[src/rtl/adc_seq_pkg.sv]
package adc_seq_pkg;

   typedef enum logic [0:0] {
      ST_GAP   = 1'b0,
      ST_FRAME = 1'b1
   } seq_state_t;

   // rising serial-clock edge on which a conversion finishes
   function automatic int unsigned conv_edge_count(input int unsigned res);
      case (res)
         12:      return 14;
         10:      return 11;
         8:       return 9;
         default: return res + 2;
      endcase
   endfunction

   function automatic int unsigned bits_for(input int unsigned value);
      return (value > 1) ? $clog2(value + 1) : 1;
   endfunction

endpackage

[src/rtl/adc_seq_sclk.sv]
module adc_seq_sclk #(
   parameter int unsigned SCLK_DIV = 4
) (
   input  logic clk,
   input  logic rst_n,
   input  logic run,
   output logic sclk,
   output logic rise_now,
   output logic fall_now
);
   localparam int unsigned HALF = SCLK_DIV / 2;
   localparam int unsigned HW   = (HALF > 1) ? $clog2(HALF) : 1;

   logic edge_due;

   generate
      if (HALF == 1) begin : g_every_cycle
         assign edge_due = run;
      end else begin : g_counted
         logic [HW-1:0] hcnt;
         assign edge_due = run && (hcnt == HW'(HALF - 1));
         always_ff @(posedge clk or negedge rst_n) begin
            if (!rst_n)                 hcnt <= '0;
            else if (!run || edge_due)  hcnt <= '0;
            else                        hcnt <= hcnt + 1'b1;
         end
      end
   endgenerate

   assign rise_now = edge_due && !sclk;
   assign fall_now = edge_due &&  sclk;

   always_ff @(posedge clk or negedge rst_n) begin
      if (!rst_n)        sclk <= 1'b0;
      else if (!run)     sclk <= 1'b0;
      else if (edge_due) sclk <= ~sclk;
   end

   AST_SCLK_REST: assert property (@(posedge clk) disable iff (!rst_n)
      !run |=> !sclk);

endmodule

[src/rtl/adc_seq_capture.sv]
module adc_seq_capture #(
   parameter int unsigned RES_BITS = 12,
   parameter int unsigned EDGES    = 14,
   parameter int unsigned WORD_W   = 12,
   parameter int unsigned CW       = 4
) (
   input  logic              clk,
   input  logic              rst_n,
   input  logic              frame_start,
   input  logic              rise_now,
   input  logic [CW-1:0]     rise_cnt,
   input  logic              miso,
   output logic [WORD_W-1:0] word
);
   localparam int unsigned LEAD = EDGES - RES_BITS;

   logic [RES_BITS-1:0] sr;
   logic                take;

   // rise_cnt holds the edges already made; the edge now due is rise_cnt+1
   assign take = rise_now && (rise_cnt >= CW'(LEAD));

   always_ff @(posedge clk or negedge rst_n) begin
      if (!rst_n)           sr <= '0;
      else if (frame_start) sr <= '0;
      else if (take)        sr <= {sr[RES_BITS-2:0], miso};
   end

   generate
      if (WORD_W == RES_BITS) begin : g_full
         assign word = sr;
      end else begin : g_pad
         assign word = {{(WORD_W - RES_BITS){1'b0}}, sr};
      end
   endgenerate

   AST_TAKE_RANGE: assert property (@(posedge clk) disable iff (!rst_n)
      take |-> (rise_cnt < CW'(EDGES)));

endmodule

[src/rtl/adc_seq_chan.sv]
module adc_seq_chan (
   input  logic clk,
   input  logic rst_n,
   input  logic win,
   input  logic frame_start,
   input  logic alt_mode,
   input  logic fix_ch,
   output logic ch_sel,
   output logic tag
);
   logic seen_q;
   logic next_ch;

   always_comb begin
      if (alt_mode) next_ch = seen_q ? ~ch_sel : 1'b0;
      else          next_ch = fix_ch;
   end

   always_ff @(posedge clk or negedge rst_n) begin
      if (!rst_n) begin
         ch_sel <= 1'b0;
         seen_q <= 1'b0;
      end else if (win) begin
         ch_sel <= next_ch;
         seen_q <= 1'b1;
      end
   end

   // level in force at the sampling instant travels with the frame
   always_ff @(posedge clk or negedge rst_n) begin
      if (!rst_n)           tag <= 1'b0;
      else if (frame_start) tag <= ch_sel;
   end

   AST_FIXED_FOLLOW: assert property (@(posedge clk) disable iff (!rst_n)
      (win && !alt_mode) |=> (ch_sel == $past(fix_ch)));
   AST_ALT_FIRST: assert property (@(posedge clk) disable iff (!rst_n)
      (win && alt_mode && !seen_q) |=> !ch_sel);

endmodule

[src/rtl/adc_dual_seq.sv]
module adc_dual_seq
   import adc_seq_pkg::*;
#(
   parameter int unsigned RES_BITS   = 12,
   parameter int unsigned SCLK_DIV   = 4,
   parameter int unsigned GAP_CYCLES = 3,
   parameter int unsigned WORD_W     = 12
) (
   input  logic              clk,
   input  logic              rst_n,
   input  logic              start,
   input  logic              alt_mode,
   input  logic              fix_ch,
   input  logic              miso,
   output logic              cs_n,
   output logic              sclk,
   output logic              ch_sel,
   output logic              out_valid,
   output logic [WORD_W-1:0] out_data,
   output logic              out_ch
);
   localparam int unsigned EDGES = conv_edge_count(RES_BITS);
   localparam int unsigned CW    = bits_for(EDGES);
   localparam int unsigned GW    = (GAP_CYCLES > 1) ? $clog2(GAP_CYCLES) : 1;

   generate
      if (!(RES_BITS == 8 || RES_BITS == 10 || RES_BITS == 12)) begin : g_bad_res
         $error("RES_BITS must be 8, 10 or 12");
      end
      if (SCLK_DIV < 2 || (SCLK_DIV % 2) != 0) begin : g_bad_div
         $error("SCLK_DIV must be even and at least 2");
      end
      if (GAP_CYCLES < 1) begin : g_bad_gap
         $error("GAP_CYCLES must be at least 1");
      end
      if (WORD_W < RES_BITS) begin : g_bad_word
         $error("WORD_W must hold RES_BITS");
      end
   endgenerate

   seq_state_t     state;
   logic [GW-1:0]  gap_cnt;
   logic [CW-1:0]  rise_cnt;
   logic           had_frame;
   logic           gap_done, frame_start, frame_end, win;
   logic           rise_now, fall_now, run;
   logic           tag;
   logic [WORD_W-1:0] word;

   assign run         = (state == ST_FRAME);
   assign gap_done    = (gap_cnt == GW'(GAP_CYCLES - 1));
   assign frame_start = (state == ST_GAP) && gap_done && start;
   assign frame_end   = run && fall_now && (rise_cnt == CW'(EDGES));
   assign win         = run && fall_now && (rise_cnt == CW'(1));

   adc_seq_sclk #(.SCLK_DIV(SCLK_DIV)) i_sclk (
      .clk      (clk),
      .rst_n    (rst_n),
      .run      (run),
      .sclk     (sclk),
      .rise_now (rise_now),
      .fall_now (fall_now)
   );

   adc_seq_capture #(
      .RES_BITS (RES_BITS),
      .EDGES    (EDGES),
      .WORD_W   (WORD_W),
      .CW       (CW)
   ) i_capture (
      .clk         (clk),
      .rst_n       (rst_n),
      .frame_start (frame_start),
      .rise_now    (rise_now),
      .rise_cnt    (rise_cnt),
      .miso        (miso),
      .word        (word)
   );

   adc_seq_chan i_chan (
      .clk         (clk),
      .rst_n       (rst_n),
      .win         (win),
      .frame_start (frame_start),
      .alt_mode    (alt_mode),
      .fix_ch      (fix_ch),
      .ch_sel      (ch_sel),
      .tag         (tag)
   );

   always_ff @(posedge clk or negedge rst_n) begin
      if (!rst_n) begin
         state <= ST_GAP;
         cs_n  <= 1'b1;
      end else if (frame_start) begin
         state <= ST_FRAME;
         cs_n  <= 1'b0;
      end else if (frame_end) begin
         state <= ST_GAP;
         cs_n  <= 1'b1;
      end
   end

   always_ff @(posedge clk or negedge rst_n) begin
      if (!rst_n)                      gap_cnt <= '0;
      else if (run)                    gap_cnt <= '0;
      else if (!gap_done)              gap_cnt <= gap_cnt + 1'b1;
   end

   always_ff @(posedge clk or negedge rst_n) begin
      if (!rst_n)           rise_cnt <= '0;
      else if (frame_start) rise_cnt <= '0;
      else if (rise_now)    rise_cnt <= rise_cnt + 1'b1;
   end

   always_ff @(posedge clk or negedge rst_n) begin
      if (!rst_n) begin
         had_frame <= 1'b0;
         out_valid <= 1'b0;
         out_data  <= '0;
         out_ch    <= 1'b0;
      end else begin
         out_valid <= frame_end && had_frame;
         if (frame_end) begin
            had_frame <= 1'b1;
            out_data  <= word;
            out_ch    <= tag;
         end
      end
   end

   AST_SCLK_IDLE: assert property (@(posedge clk) disable iff (!rst_n)
      cs_n |-> !sclk);
   AST_RISE_MAX: assert property (@(posedge clk) disable iff (!rst_n)
      rise_cnt <= CW'(EDGES));
   AST_CS_END: assert property (@(posedge clk) disable iff (!rst_n)
      $rose(cs_n) |-> (rise_cnt == CW'(EDGES) && !sclk));
   AST_CHSEL_WINDOW: assert property (@(posedge clk) disable iff (!rst_n)
      !$stable(ch_sel) |-> (!cs_n && !sclk && $past(sclk) && rise_cnt == CW'(1)));
   AST_DATA_FIT: assert property (@(posedge clk) disable iff (!rst_n)
      out_valid |-> ((out_data >> RES_BITS) == '0));
   AST_VALID_AT_END: assert property (@(posedge clk) disable iff (!rst_n)
      out_valid |-> $rose(cs_n));
   AST_VALID_PULSE: assert property (@(posedge clk) disable iff (!rst_n)
      out_valid |=> !out_valid);

endmodule

[config.mk]
export PLATFORM = sky130hd
export DESIGN_NAME = adc_dual_seq
export DESIGN_NICKNAME = d
export VERILOG_FILES = /design/src/rtl/adc_seq_pkg.sv /design/src/rtl/adc_seq_sclk.sv /design/src/rtl/adc_seq_capture.sv /design/src/rtl/adc_seq_chan.sv /design/src/rtl/adc_dual_seq.sv
export SDC_FILE = /design/constraint.sdc
export NUM_CORES = 1
export LEC_CHECK = 0
export BUFFER_PORTS_ARGS = -buffer_cell sky130_fd_sc_hd__clkbuf_2
export CELL_PAD_IN_SITES_DETAIL_PLACEMENT = 1
export CELL_PAD_IN_SITES_GLOBAL_PLACEMENT = 2
export CORE_MARGIN = 5
export CORE_UTILIZATION = 37
export CTS_BUF_LIST = sky130_fd_sc_hd__clkbuf_8
export CTS_CLUSTER_SIZE = 14
export DETAILED_ROUTE_END_ITERATION = 8
export PLACE_DENSITY = 0.83
export RECOVER_POWER = 50
export SYNTH_ARGS = -nofsm -noshare
export SYNTH_HDL_FRONTEND = slang
export SYNTH_HIERARCHICAL = 1
export SYNTH_SLANG_ARGS = --single-unit
[constraint.sdc]
create_clock -name clk -period 1.55 [get_ports clk]
set_clock_uncertainty 0.05 [all_clocks]
set_input_delay 0.31 -clock clk [delete_from_list [all_inputs] [get_ports clk]]
set_output_delay 0.31 -clock clk [all_outputs]
set_load 0.02 [all_outputs]
==> metrics.cfg, run 1 <==
[timing]
finalWorstSetupSlack_ns = 0.0241
rsz0062_at_grt = yes
relSlewSlack_pct = 48.0
period_share_pct = 98.4
fmax_mhz = 655
worstMarginPinSlew_ns = 0.780
fin_crit_ns = 1.53
setup_violations = 0
slew_viol_final = 0
hold_viol = 0

[routing]
drc = 0
postRouteAntennaNets = 0
vias = 1103
via_per_inst = 4.88
drtPass1Iterations = 2
routed_wl_um = 3530
drt_iter0_drc = 43
wl_per_cell_um = 15.6

[final_layout]
final_layout_size_suffix_gt1_share_pct = 40.8
regArea_mm2 = 0.00100
final_cell_mix = dfrtp_1 (38), clkbuf_2 (21), nand2b_1 (14), buf_4 (14), mux2i_1 (12)
antenna_cells = 0
fillCellCount = 482
multi_input_area_um2 = 673
layout_commonest_cell = dfrtp_1
nets = 183
postLayoutCoreUtil_pct = 48.6
area_delta_synth_final_pct = 25.1

[logic_synthesis]
ys_warn_count = 6
synthTopCellsByArea = dfrtp_1 (57%), mux2i_1 (7.0%), mux2_2 (5.2%)
syn_area_mm2 = 0.00173
post-synth-top-area-cell = dfrtp_1
syn_area_per_cell_um2 = 13.3
synth_top_cell_area_share_pct = 56.5
synth_edf_count = 0
synthArstFlopShare_pct = 100
synth-main-ff-cell = dfrtp_1
synth_nets = 140
ys_ff_latch = 40
seq_area_frac_synth_pct = 58.0
syn_inst = 130
yosysUniqueCellTypes = 31

[cts]
clock_sinks = 40
numCtsBuffers = 5
tritoncts = built
htree_levels = 2
cts.clk_slew.worst_paths_ns = 0.08
cts_buffer_depth = 2
worstSkewPairLatency_ns = 0.29
clock-root-buffer = clkbuf_8

[worst_setup_path]
arrival_ns = 1.66
startpoint = rise_cnt[0]
slowest_delay_ns = 0.40
start_kind = register
criticalPathCategory = reg -> reg
reg2reg_depth = 6
ff2ff_setup_slack_ns = 0.02
path_delay_family = flip-flops
cp.buffers_inverters = 2
endpoint = out_data[10]
critPathRequiredTime_ns = 1.69
crit_chain = inv_1 -> ha_1 -> nand3_1 -> or2_4 -> buf_12 -> mux2_4
timing.rr.start = rise_cnt[0]
crit_path_top_delay_cell = dfrtp_1
reg2reg_to = out_data[10]
end_kind = register
crit_fanout = 12
crit_cells = 6

[grt]
grt_use_met2_pct = 21.6
grt_pass1_wl_um = 6200
use_met3_pct = 3.78
top_usage_layer = met2
overflow = 0
met1_usage_pct = 15.9
grt_max_degree = 28
grt.total_usage_pct = 13.0
grt_pass1_vias = 1242
antenna_found_initial = 0

[pwr]
p_sw_uw = 1290
seqPwrFrac_pct = 41.2
p_clk_share_pct = 23.0
p_per_area_mw_per_mm2 = 1800
leakage_uw = 0.00110
switching_share_pct = 33.3
power.internal_uw = 2590
peakVddDrop_mv = 0.538
comb_power_share_pct = 35.8

[die]
die_height_um = 78.3
die_x_um = 78.3
initial_utilization_pct = 38.9
coreArea_mm2 = 0.00444
io-pin-count = 23
core.rowCount = 24
fp.dieArea_mm2 = 0.00613

[placed_design]
gp_congestion = 0.828
portBuffers = 22
pre_cts_slack_ns = -0.00492
dp_hpwl_um = 2550

[status]
outcome = complete, no violations

[hold_path]
min_path_type = in -> reg

[job]
cap_viol_max_count = 0

-- kinds of logic after synthesis --
logic type | synth area share, %
AO/OA/AOI/OAI | 2.83
buffers and inverters | 3.99
flip-flops | 58.0
adder cells (fa/ha/maj) | 2.90
XOR/XNOR | 2.54
multiplexers | 17.4
AND/OR/NAND/NOR | 12.3
-- tightest hold or removal path, stage by stage --
cell and delay (ns):
clkbuf_2 0.08, nand2b_1 0.05, mux2i_1 0.06
-- per-stage QoR --
step	hold slack (ns)	area (um2)	power, uW	setup TNS, ns	cells
floorplan	-0.0356	1730	2450	-0.334	130
global placement	0.188	2010	2900	0	214
detailed placement	0.199	2010	3010	-0.00807	214
CTS	0.187	2140	3950	0	223
global route	0.208	2160	4170	-0.189	226
finish	0.195	2160	3890	0	226
-- sequential cells by signal, summed over array words and instances, names as in the netlist, 2 cells and up --
register	flops
gap_cnt	2
out_data	12
i_capture/word	12
rise_cnt	4
-- power groups by stage --
| stage | logic, uW | registers, uW | clock network [uW] |
|---|---|---|---|
| floorplan | 723 | 1730 | 0 |
| global placement | 1300 | 1590 | 0 |
| detailed placement | 1390 | 1630 | 0 |
| CTS | 1410 | 1610 | 931 |
| global route | 1550 | 1640 | 978 |
| finish | 1390 | 1600 | 896 |
-- routing by layer --
metal	share of wire, %	routed length [um]
met3	3.3	115
met4	1.8	62
met1	44	1550
met5	0	0
met2	51	1810
-- repair_timing --
action | in CTS | in global routing
buffers inserted | 0 | 3
endpoints found under the hold margin | 12 | 0
pin swaps | 1 | 1
endpoints found under the setup margin | 6 | 24
hold buffers | 1 | 0
resized for setup | 1 | 3
-- cell usage after synthesis (2+ instances only) --
cell type	n
a21oi_1	2
buf_6	2
clkbuf_1	2
dfrtp_1	39
ha_1	4
inv_1	5
mux2_2	8
mux2_4	6
mux2i_1	12
nand2_1	4
nand2b_1	14
nor2_1	10
xor2_1	4
-- final cells by class --
cell class                 instances  share of cell area, %
multi-input combinational         80                   31.2
sequential                        40                   46.4
inverter                           5                  0.869
clock buffer                       6                   3.82
tap                               52                   3.01
timing repair buffer              41                   12.9
clock inverter                     2                   1.80
-- how the worst min path moves through the flow --
| stage | from | endpoint | slack, ns | cells after the start |
|---|---|---|---|---|
| 2_1_floorplan | rst_n | gap_cnt[0] | -0.04 | 0 |
| 3_3_place_gp | rst_n | gap_cnt[0] | 0.19 | 1 |
| 3_5_place_dp | rst_n | gap_cnt[1] | 0.20 | 1 |
| 4_1_cts | miso | i_capture/word[0] | 0.19 | 3 |
| 5_1_grt | miso | i_capture/word[0] | 0.21 | 3 |
| 6_report | miso | i_capture/word[0] | 0.19 | 3 |
Power figures use the tool's default switching activity.
==> run 2, diff against run 1 <==
--- a/config.mk
+++ b/config.mk
@@ -9,11 +9,11 @@
 export CELL_PAD_IN_SITES_DETAIL_PLACEMENT = 1
 export CELL_PAD_IN_SITES_GLOBAL_PLACEMENT = 2
 export CORE_MARGIN = 5
-export CORE_UTILIZATION = 37
+export CORE_UTILIZATION = 40
 export CTS_BUF_LIST = sky130_fd_sc_hd__clkbuf_8
 export CTS_CLUSTER_SIZE = 14
 export DETAILED_ROUTE_END_ITERATION = 8
-export PLACE_DENSITY = 0.83
+export PLACE_DENSITY = 0.85
 export RECOVER_POWER = 50
 export SYNTH_ARGS = -nofsm -noshare
 export SYNTH_HDL_FRONTEND = slang
==> constraint.sdc (replaced) <==
create_clock -name clk -period 2 [get_ports clk]
set_clock_uncertainty 0.05 [all_clocks]
set_input_delay 0.4 -clock clk [delete_from_list [all_inputs] [get_ports clk]]
set_output_delay 0.4 -clock clk [all_outputs]
set_load 0.02 [all_outputs]
==> run 2 against run 1 <==
Power shrank 26%. Critical path depth is 2 lower. Final area fell by 6.6%. Sequential cell count stayed put. Cell count decreased by 7.1%. Combinational power fell by 37%. Setup slack improved by 0.34 ns. Clock power is 19% lower. Non-clock buffer count shrank 14.
==> metrics.cfg, run 2 (same netlist as run 1, synthesis figures left out) <==
[status]
outcome = complete, no violations

[timing]
period_share_pct = 81.6
finalWorstSetupSlack_ns = 0.368
fmax_mhz = 613
relSlewSlack_pct = 35.5
slew_viol_final = 0
rsz0062_at_grt = no
setup_violations = 0
fin_crit_ns = 1.63
fin_tns_setup_ns = 0
hold_viol = 0
worstMarginPinSlew_ns = 0.968

[die]
core.rowCount = 23
io-pin-count = 23
coreArea_mm2 = 0.00409
die_height_um = 75.7
die_x_um = 75.7
initial_utilization_pct = 42.3
fp.dieArea_mm2 = 0.00573

[final_layout]
antenna_cells = 0
layout_commonest_cell = dfrtp_1
nets = 169
final_layout_size_suffix_gt1_share_pct = 31.9
area_delta_synth_final_pct = 16.9
final_cell_mix = dfrtp_1 (39), clkbuf_2 (19), nand2b_1 (14)

[cts]
clock_sinks = 40
ctsResizeCount = 0
tritoncts = built
cts.clk_slew.worst_paths_ns = 0.08
clock-root-buffer = clkbuf_8
worstSkewPairLatency_ns = 0.30
htree_levels = 2
postCtsSetupBuffers = 0
holdBufCountCts = 0
cts_buffer_depth = 2
numCtsBuffers = 5

[worst_setup_path]
criticalPathCategory = reg -> reg
end_kind = register
crit_chain = inv_1 -> ha_1 -> and3b_2 -> mux2_2
cp.buffers_inverters = 1
critPathRequiredTime_ns = 2.14
slowest_delay_ns = 0.41
crit_fanout = 20
arrival_ns = 1.77
path_delay_family = simple AND/OR/NAND/NOR gates
crit_path_top_delay_cell = and3b_2
start_kind = register

[grt]
grt_pass1_wl_um = 5800
grt.total_usage_pct = 14.1
grt_max_degree = 41
grt_pass1_vias = 1182
antenna_found_initial = 0
overflow = 0

[hold_path]
min_path_type = in -> async

[routing]
via_per_inst = 4.91
drt_iter0_drc = 30
wl_per_cell_um = 16.1
routed_wl_um = 3390
drtPass1Iterations = 3
vias = 1032
drc = 0
postRouteAntennaNets = 0

[placed_design]
portBuffers = 22
dp_hpwl_um = 2380
gp_congestion = 0.724
pre_cts_slack_ns = 0.362

[job]
cap_viol_max_count = 0

[pwr]
p_per_area_mw_per_mm2 = 1430
peakVddDrop_mv = 0.587
leakage_uw = 0.00102

-- run 2: worst paths after layout --
check | from | endpoint | slack [ns] | depth (start not counted)
hold / removal | rst_n | out_data[11] | 0.28 | 2
hold reg to reg | had_frame | had_frame | 0.42 | 2
min in group clk | miso | i_capture/word[0] | 0.29 | 3
setup / recovery | gap_cnt[0] | i_chan/tag | 0.37 | 4
setup reg to reg | gap_cnt[0] | i_chan/tag | 0.37 | 4
max in group asynchronous | rst_n | out_data[0] | 1.02 | 2
-- run 2: layout make-up --
type	instances	area [um2]
Tap cell	50	62.6
Fill cell	447	2070
Multi-Input combinational cell	80	656
Clock buffer	7	96.3
Clock inverter	1	30.0
Sequential cell	40	1000
Timing Repair Buffer	27	153
Inverter	5	18.8
-- run 2: routing by layer --
metal | routed length (um) | share of wire, % | up-vias | GRT usage, %
met3 | 131 | 3.9 | 8 | 3.43
met1 | 1400 | 41 | 520 | 16.1
met5 | 0 | 0 | - | 0
met4 | 72 | 2.1 | 0 | 7.18
li1 | - | - | 485 | -
met2 | 1790 | 53 | 19 | 24.4
-- run 2: stage by stage --
stage / std cells / utilization, % / total power, uW / area [um2] / hold slack [ns]
2_1_floorplan: 130 / - / 1890 / 1730 / 0.0544
3_3_place_gp: 202 / 46.5 / 2110 / 1900 / 0.377
3_5_place_dp: 202 / 46.5 / 2190 / 1900 / 0.408
4_1_cts: 210 / 49.6 / 2930 / 2030 / 0.115
5_1_grt: 210 / 49.4 / 3090 / 2020 / 0.286
6_report: 210 / 49.4 / 2880 / 2020 / 0.278
-- run 2: where the power goes --
group | switching, uW | internal, uW | total, uW
clock network | 287 | 440 | 727
registers | 201 | 1080 | 1280
logic | 469 | 401 | 870
total | 957 | 1920 | 2880
==> run 3, diff against run 2 <==
--- a/config.mk
+++ b/config.mk
@@ -9,11 +9,11 @@
 export CELL_PAD_IN_SITES_DETAIL_PLACEMENT = 1
 export CELL_PAD_IN_SITES_GLOBAL_PLACEMENT = 2
 export CORE_MARGIN = 5
-export CORE_UTILIZATION = 40
+export CORE_UTILIZATION = 37
 export CTS_BUF_LIST = sky130_fd_sc_hd__clkbuf_8
 export CTS_CLUSTER_SIZE = 14
 export DETAILED_ROUTE_END_ITERATION = 8
-export PLACE_DENSITY = 0.85
+export PLACE_DENSITY = 0.83
 export RECOVER_POWER = 50
 export SYNTH_ARGS = -nofsm -noshare
 export SYNTH_HDL_FRONTEND = slang
==> constraint.sdc (replaced) <==
create_clock -name clk -period 1.3 [get_ports clk]
set_clock_uncertainty 0.05 [all_clocks]
set_input_delay 0.26 -clock clk [delete_from_list [all_inputs] [get_ports clk]]
set_output_delay 0.26 -clock clk [all_outputs]
set_load 0.02 [all_outputs]
==> run 3 against run 2 <==
The run now ends with negative setup slack left. Register-to-register slack worse by 0.60 ns. Setup slack worse by 0.60 ns. Global-route usage increased by 0.42 points. Non-clock buffer count grew 26. Core utilization up 5.4 points. Final area increased by 21%.
==> metrics.cfg, run 3 (same netlist as run 1, synthesis figures left out) <==
[status]
outcome = complete, but fails checks
failed_checks = negative setup slack

[final_layout]
antenna_cells = 0
nets = 196
layout_commonest_cell = dfrtp_1
area_delta_synth_final_pct = 40.9
stdcell_count = 238
final_layout_size_suffix_gt1_share_pct = 56.5
postLayoutCoreUtil_pct = 54.8
final_cell_mix = dfrtp_1 (38), clkbuf_2 (20), buf_4 (16)
final_cell_area_mm2 = 0.00243

[placed_design]
pre_cts_slack_ns = -0.253
place_area_mm2 = 0.00211
portBuffers = 22
dp_hpwl_um = 2730
dp.cells = 219
gp_congestion = 0.762

[grt]
grt.total_usage_pct = 14.5
grt_max_degree = 27
overflow = 0
grt_pass1_vias = 1400
antenna_found_initial = 0
grt_pass1_wl_um = 6770

[job]
cap_viol_max_count = 0

[pwr]
peakVddDrop_mv = 0.861
power.total_uw = 5210
p_per_area_mw_per_mm2 = 2140
leakage_uw = 0.00121

[routing]
via_per_inst = 4.97
drt_iter0_drc = 61
vias = 1184
wl_per_cell_um = 17.4
drc = 0
routed_wl_um = 4130
drtPass1Iterations = 4
postRouteAntennaNets = 0

[die]
io-pin-count = 23
fp.dieArea_mm2 = 0.00613
initial_utilization_pct = 38.9
die_height_um = 78.3
coreArea_mm2 = 0.00444
die_x_um = 78.3
core.rowCount = 24

[timing]
hold_viol = 0
fmax_mhz = 653
slew_viol_final = 0
worstMarginPinSlew_ns = 0.438
relSlewSlack_pct = 70.8
finalWorstSetupSlack_ns = -0.232
setup_violations = 35
fin_crit_ns = 1.53
rsz0062_at_grt = yes
period_share_pct = 118

[worst_setup_path]
end_kind = register
arrival_ns = 1.66
crit_fanout = 10
criticalPathCategory = reg -> reg
critPathRequiredTime_ns = 1.43
start_kind = register

[cts]
numCtsBuffers = 5
cts.clk_slew.worst_paths_ns = 0.07
htree_levels = 2
worstSkewPairLatency_ns = 0.29
clock_sinks = 40
clock-root-buffer = clkbuf_8
tritoncts = built
cts_buffer_depth = 2

[hold_path]
min_path_type = in -> reg

run 3: worst paths after layout:
| check | start | to | slack [ns] | cells past startpoint |
|---|---|---|---|---|
| max | rise_cnt[0] | out_ch | -0.23 | 6 |
| min | miso | i_capture/word[0] | 0.19 | 3 |
| max reg2reg | rise_cnt[0] | out_ch | -0.23 | 6 |
| min reg2reg | had_frame | had_frame | 0.44 | 2 |
| max in group asynchronous | rst_n | out_data[3] | 0.34 | 3 |
| min in group asynchronous | rst_n | i_chan/ch_sel | 0.39 | 2 |
run 3: repair_timing:
| action | in CTS | in global routing |
|---|---|---|
| setup endpoints to repair | 37 | 39 |
| hold buffers | 1 | 0 |
| resized for setup | 24 | 20 |
| buffers inserted | 8 | 4 |
| gates cloned | 2 | 0 |
| pin swaps | 5 | 10 |
| endpoints found under the hold margin | 13 | 0 |
run 3: where the power goes:
group | total, uW | internal (uW) | switching (uW)
sequential | 1990 | 1670 | 320
clock | 773 | 357 | 416
combinational | 2450 | 1340 | 1110
run 3: stage by stage:
stage	setup TNS (ns)	hold WS [ns]
final	-4.78	0.195
after global routing	-6.81	0.183
after CTS	-5.98	0.161
after detailed placement	-5.86	0.171
after global placement	-4.11	0.158
after floorplan	-4.85	-0.0856
run 3: area by class of cell:
| class | instances | area [um2] |
|---|---|---|
| clock inverter | 2 | 8.76 |
| inverter | 5 | 18.8 |
| sequential | 40 | 1000 |
| multi-input combinational | 81 | 833 |
| tap | 52 | 65.1 |
| clock buffer | 5 | 68.8 |
| timing repair buffer | 53 | 435 |
| fill | 462 | 2010 |
run 3: worst max-delay path, stage by stage (launching register included):
cell     delay (ns)
dfrtp_1        0.39
inv_1          0.07
ha_2           0.17
nand3_2        0.05
or2_4          0.25
buf_12         0.15
mux2_4         0.30
run 3: routing by layer:
layer	vias to the layer above	global-route usage (%)	wire length [um]
li1	545	-	-
met1	617	16.3	1700
met2	15	27.1	2260
met3	7	3.78	113
met4	0	4.20	51
met5	-	0	0
